File: src/rtl/evt_timer16.sv
module evt_timer16 #(
  parameter int SYS_DIV_W = 2,
  parameter int PSC_W     = 3
) (
  input  logic       clk,
  input  logic       rst_n,
  input  logic       wr_en,
  input  logic [2:0] addr,
  input  logic [7:0] wdata,
  output logic [7:0] rdata,
  input  logic       lirc_tick,
  input  logic       ext_in,
  input  logic       io_dout,
  output logic       pin_o,
  output logic       irq
);

  localparam int PRE_W = (1 << PSC_W) - 1;

  logic [7:2]       ctrl;
  logic [PSC_W-1:0] psc;
  logic [15:0]      preload, cnt;
  logic             ovf_flag, cap_done, cap_active, pfd_q, irq_q;
  logic [1:0]       ext_sync;
  logic             ext_prev;
  logic [SYS_DIV_W-1:0] div_q;
  logic [PRE_W-1:0] pre_q;

  wire [1:0] mode     = ctrl[7:6];
  wire       src_lirc = ctrl[5];
  wire       run      = ctrl[4];
  wire       edge_sel = ctrl[3];
  wire       pfd_sel  = ctrl[2];

  wire wr_ctrl = wr_en && addr == 3'd0;
  wire wr_psc  = wr_en && addr == 3'd1;
  wire wr_plo  = wr_en && addr == 3'd2;
  wire wr_phi  = wr_en && addr == 3'd3;
  wire wr_stat = wr_en && addr == 3'd6;

  wire rise = ext_sync[1] & ~ext_prev;
  wire fall = ~ext_sync[1] & ext_prev;

  wire             sys_tick = &div_q;
  wire             src_tick = run && (src_lirc ? lirc_tick : sys_tick);
  wire [PRE_W:0]   one_hot  = (PRE_W+1)'(1) << psc;
  wire [PRE_W:0]   mask_w   = one_hot - (PRE_W+1)'(1);
  wire [PRE_W-1:0] pre_mask = mask_w[PRE_W-1:0];
  wire             pre_tick = src_tick && ((pre_q & pre_mask) == pre_mask);

  wire cap_mode   = run && mode == 2'b11;
  wire start_edge = cap_mode && !cap_active && !cap_done && (edge_sel ? rise : fall);
  wire stop_edge  = cap_mode && cap_active && (edge_sel ? fall : rise);

  wire inc_evt = run && mode == 2'b01 && (edge_sel ? fall : rise);
  wire inc_tmr = mode == 2'b10 && pre_tick;
  wire inc_cap = cap_mode && cap_active && pre_tick;
  wire inc     = inc_evt || inc_tmr || inc_cap;
  wire ovf     = inc && cnt == 16'hFFFF;
  wire load    = (wr_ctrl && wdata[4] && !run) || start_edge;

  always_ff @(posedge clk or negedge rst_n) begin
    if (!rst_n) begin
      ctrl    <= 6'b000010;
      psc     <= '0;
      preload <= '0;
    end else begin
      if (wr_ctrl) ctrl <= wdata[7:2];
      if (wr_psc)  psc  <= wdata[PSC_W-1:0];
      if (wr_plo)  preload[7:0]  <= wdata;
      if (wr_phi)  preload[15:8] <= wdata;
    end
  end

  always_ff @(posedge clk or negedge rst_n) begin
    if (!rst_n) begin
      ext_sync <= '0;
      ext_prev <= 1'b0;
    end else begin
      ext_sync <= {ext_sync[0], ext_in};
      ext_prev <= ext_sync[1];
    end
  end

  always_ff @(posedge clk or negedge rst_n) begin
    if (!rst_n) begin
      div_q <= '0;
      pre_q <= '0;
    end else if (!run) begin
      div_q <= '0;
      pre_q <= '0;
    end else begin
      div_q <= div_q + 1'b1;
      if (src_tick) pre_q <= pre_q + 1'b1;
    end
  end

  always_ff @(posedge clk or negedge rst_n) begin
    if (!rst_n)      cnt <= '0;
    else if (load)   cnt <= preload;
    else if (inc)    cnt <= ovf ? preload : cnt + 16'd1;
  end

  always_ff @(posedge clk or negedge rst_n) begin
    if (!rst_n) begin
      cap_active <= 1'b0;
      cap_done   <= 1'b0;
    end else begin
      if (!cap_mode)       cap_active <= 1'b0;
      else if (start_edge) cap_active <= 1'b1;
      else if (stop_edge)  cap_active <= 1'b0;
      if (stop_edge)                cap_done <= 1'b1;
      else if (wr_stat && wdata[1]) cap_done <= 1'b0;
    end
  end

  always_ff @(posedge clk or negedge rst_n) begin
    if (!rst_n) begin
      ovf_flag <= 1'b0;
      irq_q    <= 1'b0;
      pfd_q    <= 1'b0;
    end else begin
      irq_q <= ovf;
      pfd_q <= pfd_q ^ ovf;
      if (ovf)                      ovf_flag <= 1'b1;
      else if (wr_stat && wdata[0]) ovf_flag <= 1'b0;
    end
  end

  assign irq   = irq_q;
  assign pin_o = pfd_sel ? pfd_q : io_dout;

  always_comb begin
    case (addr)
      3'd0:    rdata = {ctrl, 2'b00};
      3'd1:    rdata = 8'(psc);
      3'd2:    rdata = preload[7:0];
      3'd3:    rdata = preload[15:8];
      3'd4:    rdata = cnt[7:0];
      3'd5:    rdata = cnt[15:8];
      3'd6:    rdata = {6'b0, cap_done, ovf_flag};
      default: rdata = 8'h00;
    endcase
  end

  assert_idle_mode_R3: assert property (@(posedge clk) disable iff (!rst_n)
    (ctrl[7:6] == 2'b00 && !wr_en) |=> $stable(cnt));

  assert_stopped_holds_R4: assert property (@(posedge clk) disable iff (!rst_n)
    (!ctrl[4] && !wr_en) |=> $stable(cnt));

  assert_irq_sets_flag_R10: assert property (@(posedge clk) disable iff (!rst_n)
    irq |-> ovf_flag);

  assert_pfd_only_on_ovf_R11: assert property (@(posedge clk) disable iff (!rst_n)
    !irq |-> $stable(pfd_q));

  assert_capture_freeze_R12: assert property (@(posedge clk) disable iff (!rst_n)
    (cap_done && ctrl[7:6] == 2'b11 && !wr_en) |=> $stable(cnt));

  assert_done_from_capture_R12: assert property (@(posedge clk) disable iff (!rst_n)
    $rose(cap_done) |-> $past(ctrl[7:6]) == 2'b11);

  always_comb begin
    if (rst_n && addr == 3'd0) assert_low_bits_zero_R2: assert (rdata[1:0] == 2'b00);
  end

endmodule

File: config.mk
export PLATFORM = sky130hd
export DESIGN_NAME = evt_timer16
export DESIGN_NICKNAME = d
export VERILOG_FILES = /design/src/rtl/evt_timer16.sv
export SDC_FILE = /design/constraint.sdc
export NUM_CORES = 1
export LEC_CHECK = 0
export CORE_AREA = 2 2 66 93
export DETAILED_ROUTE_END_ITERATION = 16
export DIE_AREA = 0 0 68 95
export DONT_BUFFER_PORTS = 1
export PLACE_DENSITY = 0.83
export SLEW_MARGIN = 20
export SYNTH_ARGS = -nofsm -noshare
export SYNTH_HDL_FRONTEND = slang
export SYNTH_SLANG_ARGS = --single-unit
File: constraint.sdc
create_clock -name clk -period 2.5 [get_ports clk]
set_input_delay 0.125 -clock clk [delete_from_list [all_inputs] [get_ports clk]]
set_output_delay 0.125 -clock clk [all_outputs]
set_load 0.01 [all_outputs]
==> summary.md <==
| Metric | Value |
|---|---|
| Run status | `finished clean` |
| Dominant cell type by area after synthesis | `dfrtp_1` |
| Capture point of the worst reg-to-reg path | `cnt[2]` |
| FILL cells | `446` |
| Final period util | `84.2%` |
| Clk root buf | `clkbuf_8` |
| HP Class | `in2reg` |
| Sequential element share of the synthesized area | `44.4%` |
| Die X | `~70 um` |
| Final slew viol count | `0` |
| Hold Fails Final Rpt | `0` |
| Crit Path Max Fanout | `16` |
| First-pass GRT wire length | `14,400 um` |
| CTS Buffer Depth | `2` |
| Post-Syn Nets | `349` |
| Met2 Use GR | `between 40% and 50%` |
| Site Rows | `33` |
| RD Place Congestion | `0.943` |
| Core Region | `5700 um2` |
| H-tree depth | `3` |
| Vias per Instance | `6.65` |
| Crit path launch type | `flip-flop` |
| Initial Util | `57.4%` |
| Primary FF master, synth | `dfrtp_1` |
| LEAKAGE | `1.62 nW` |
| Main area contributors after synthesis | `dfrtp_1, mux2_2, nand2_1` |
| Clk_lat worst skew | `~0.34 ns` |
| Gr usage total | `31.1%` |
| Crit path buffers/inverters | `1` |
| Crit-path cells | `ha_1 -> mux2_2 -> nand4_1 -> o32ai_2 -> buf_4 -> a21oi_2 -> o221a_1` |
| WS Path Type | `reg2reg` |
| Max-slew headroom | `42.3%` |
| PwrDens | `between 900 and 1000 nW/um2` |
| Final setup viols | `0` |
| Worst VDD drop | `0.572 mV` |
| Postcts setup bufs | `0` |
| Synth top area share | `43.6%` |
| MaxCap Viol Count | `0` |
| Vias | `2,811` |
| RSZ-0062 raised after global routing | `no` |
| # port buffers | `0` |
| Least-Margin Pin Slew | `0.859 ns` |
| Worst Path Required | `~2.8 ns` |
| GR Overflow Total | `0` |
| Clk sinks | `58` |
| Critical path's top delay family | `compound AO/OA/AOI/OAI gates` |
| Hold_sp | `addr[0]` |
| Largest net degree at the start of global routing | `59` |
| Drt drc | `0` |
| Hold path cells | `3` |
| EDFF count, synth | `0` |
| Area Growth Syn to Fin | `15.1%` |
| Commonest cells in the netlist | `dfrtp_1, nand2_1, mux2_2` |
| I/O pin count | `27` |
| Met3 track demand over resource | `7.27%` |
| Share of post-route cells with drive strength above 1 | `18.1%` |
| CTS tree | `done` |
| CP arrival | `2.38 ns` |
| Wire length per cell | `20.8 um` |
| Initial antenna violation count | `0` |
| Seq cells post-synth | `58` |
| Reg clk slew, reported paths | `0.07 ns` |
| 1st-iter DRT viols | `approximately 280` |
| Min Tclk post-route | `2.10 ns` |
| DP Wirelength | `6150 um` |
| Vias in the first global route | `2,777` |
| Critical-path top delay cell | `a21oi_2` |
| Core Util, Final | `66.1%` |
| Worst Hold End | `ctrl[3]` |
| Worst clock skew | `a little under 0.006 ns` |
| Drt total wl | `slightly below 9000 um` |
| Diode count | `0` |
| Die ar. | `6460 um2` |
| 1st-pass router iterations | `5` |
| Most crowded layer after global routing | `met2` |
| M1 GR Usage | `roughly 37%` |
| Syn. warnings | `0` |
| Async set-reset flop share out of synthesis | `100%` |
| Mean Syn Cell Area | `9.94 um2` |
| Critical Path Sink Type | `flip-flop` |
| Fmax | `475 MHz` |
| Post-synthesis instance total | `between 300 and 400` |
| Worst stage delay on the critical path | `around 0.42 ns` |
| Final nets | `368` |
| Antenna Violating Nets Remaining | `0` |
| Critical R2R Launch | `div_q[0]` |
| DIE HEIGHT | `95 um` |
| Reg2Reg Setup Slack | `0.40 ns` |
| CTS buffer count | `9` |
| Count leader, synth | `dfrtp_1` |
| Post-cts repair resize count | `0` |
| Count of different cell masters after synthesis | `57` |
| Mapped Area | `3270 um2` |
| Worst Reg-to-Reg Cells | `7` |
| Total negative setup slack | `0 ns` |
[flip-flops by register name, indices dropped and copies added, names as in the netlist, 2 cells and up]
name	count
cnt	16
ext_sync	2
pre_q	7
preload	16
ctrl	6
psc	3
div_q	2
[worst reg2reg max path, cell delays in order (launching register included)]
cell,delay [ns]
dfrtp_1,0.39
ha_1,0.19
mux2_2,0.33
nand4_1,0.14
o32ai_2,0.08
buf_4,0.21
a21oi_2,0.43
o221a_1,0.27
[stage by stage]
| stage | hold slack (ns) | instance area (um2) | std cells | total power [mW] | setup WS [ns] |
|---|---|---|---|---|---|
| after global routing | 0.0466 | 3760 | 423 | 3.55 | 0.258 |
| after CTS | 0.0345 | 3760 | 423 | 3.39 | 0.416 |
| after detailed placement | -0.169 | 3350 | 394 | 2.17 | 0.416 |
| after global placement | -0.169 | 3350 | 394 | 2.16 | 0.471 |
| after floorplan | -0.171 | 3270 | 329 | 1.97 | 0.667 |
| final | 0.0504 | 3760 | 423 | 3.40 | 0.396 |
[metal layers]
layer	routed length, um	part of all wire [%]
met5	0	0
met4	610	6.9
met3	539	6.1
met2	4310	49
met1	3350	38
[power by group]
group / switching (mW) / total [mW] / internal, mW
logic: 0.369 / 0.751 / 0.382
registers: 0.311 / 1.48 / 1.17
clock network: 0.379 / 1.17 / 0.789
[area by class of cell]
class	instances	area, um2	share of cell area, %
clock buffer	11	141	3.76
clock inverter	5	125	3.32
inverter	9	33.8	0.898
multi-input combinational	249	1720	45.6
sequential	58	1450	38.6
tap	70	87.6	2.33
timing repair buffer	21	208	5.52
[worst max-delay path by stage]
stage               startpoint  slack (ns)       to  cells past startpoint
detailed placement     ctrl[3]        0.42   cnt[7]                      5
global route          div_q[0]        0.26   cnt[4]                      7
floorplan              ctrl[3]        0.67  cnt[10]                      6
global placement       ctrl[3]        0.47   cnt[7]                      5
CTS                    ctrl[3]        0.42   cnt[7]                      5
finish                div_q[0]        0.40   cnt[2]                      7
[kinds of logic (layout without fill, tap and decap cells)]
kind of cell | count (synthesis) | after routing | share of synthesized area [%]
AND/OR/NAND/NOR | 129 | 129 | 19.3
AO/OA/AOI/OAI | 81 | 81 | 20.2
flip-flops | 58 | 58 | 44.4
multiplexers | 31 | 31 | 10.5
buffers and inverters | 22 | 46 | 3.14
XOR/XNOR | 5 | 5 | 1.34
adder cells (fa/ha/maj) | 3 | 3 | 1.15
[timing repair]
| action | CTS | global route |
|---|---|---|
| setup endpoints to repair | 0 | 0 |
| endpoints found under the hold margin | 85 | 0 |
| hold buffers | 13 | 0 |
[cells in the final DEF (no fill, tap or decap), types with 9 or more instances in the layout]
cell type	netlist	routed
nand2_1	48	48
nor2_1	18	18
clkbuf_8	0	10
dlygate4sd3_1	0	12
nor2b_1	9	9
mux2_2	27	27
o21ai_0	12	12
dfrtp_1	57	57
a21oi_1	12	12
inv_1	9	9
nand3_1	15	15
No activity file was read; power rests on OpenSTA's default activity.
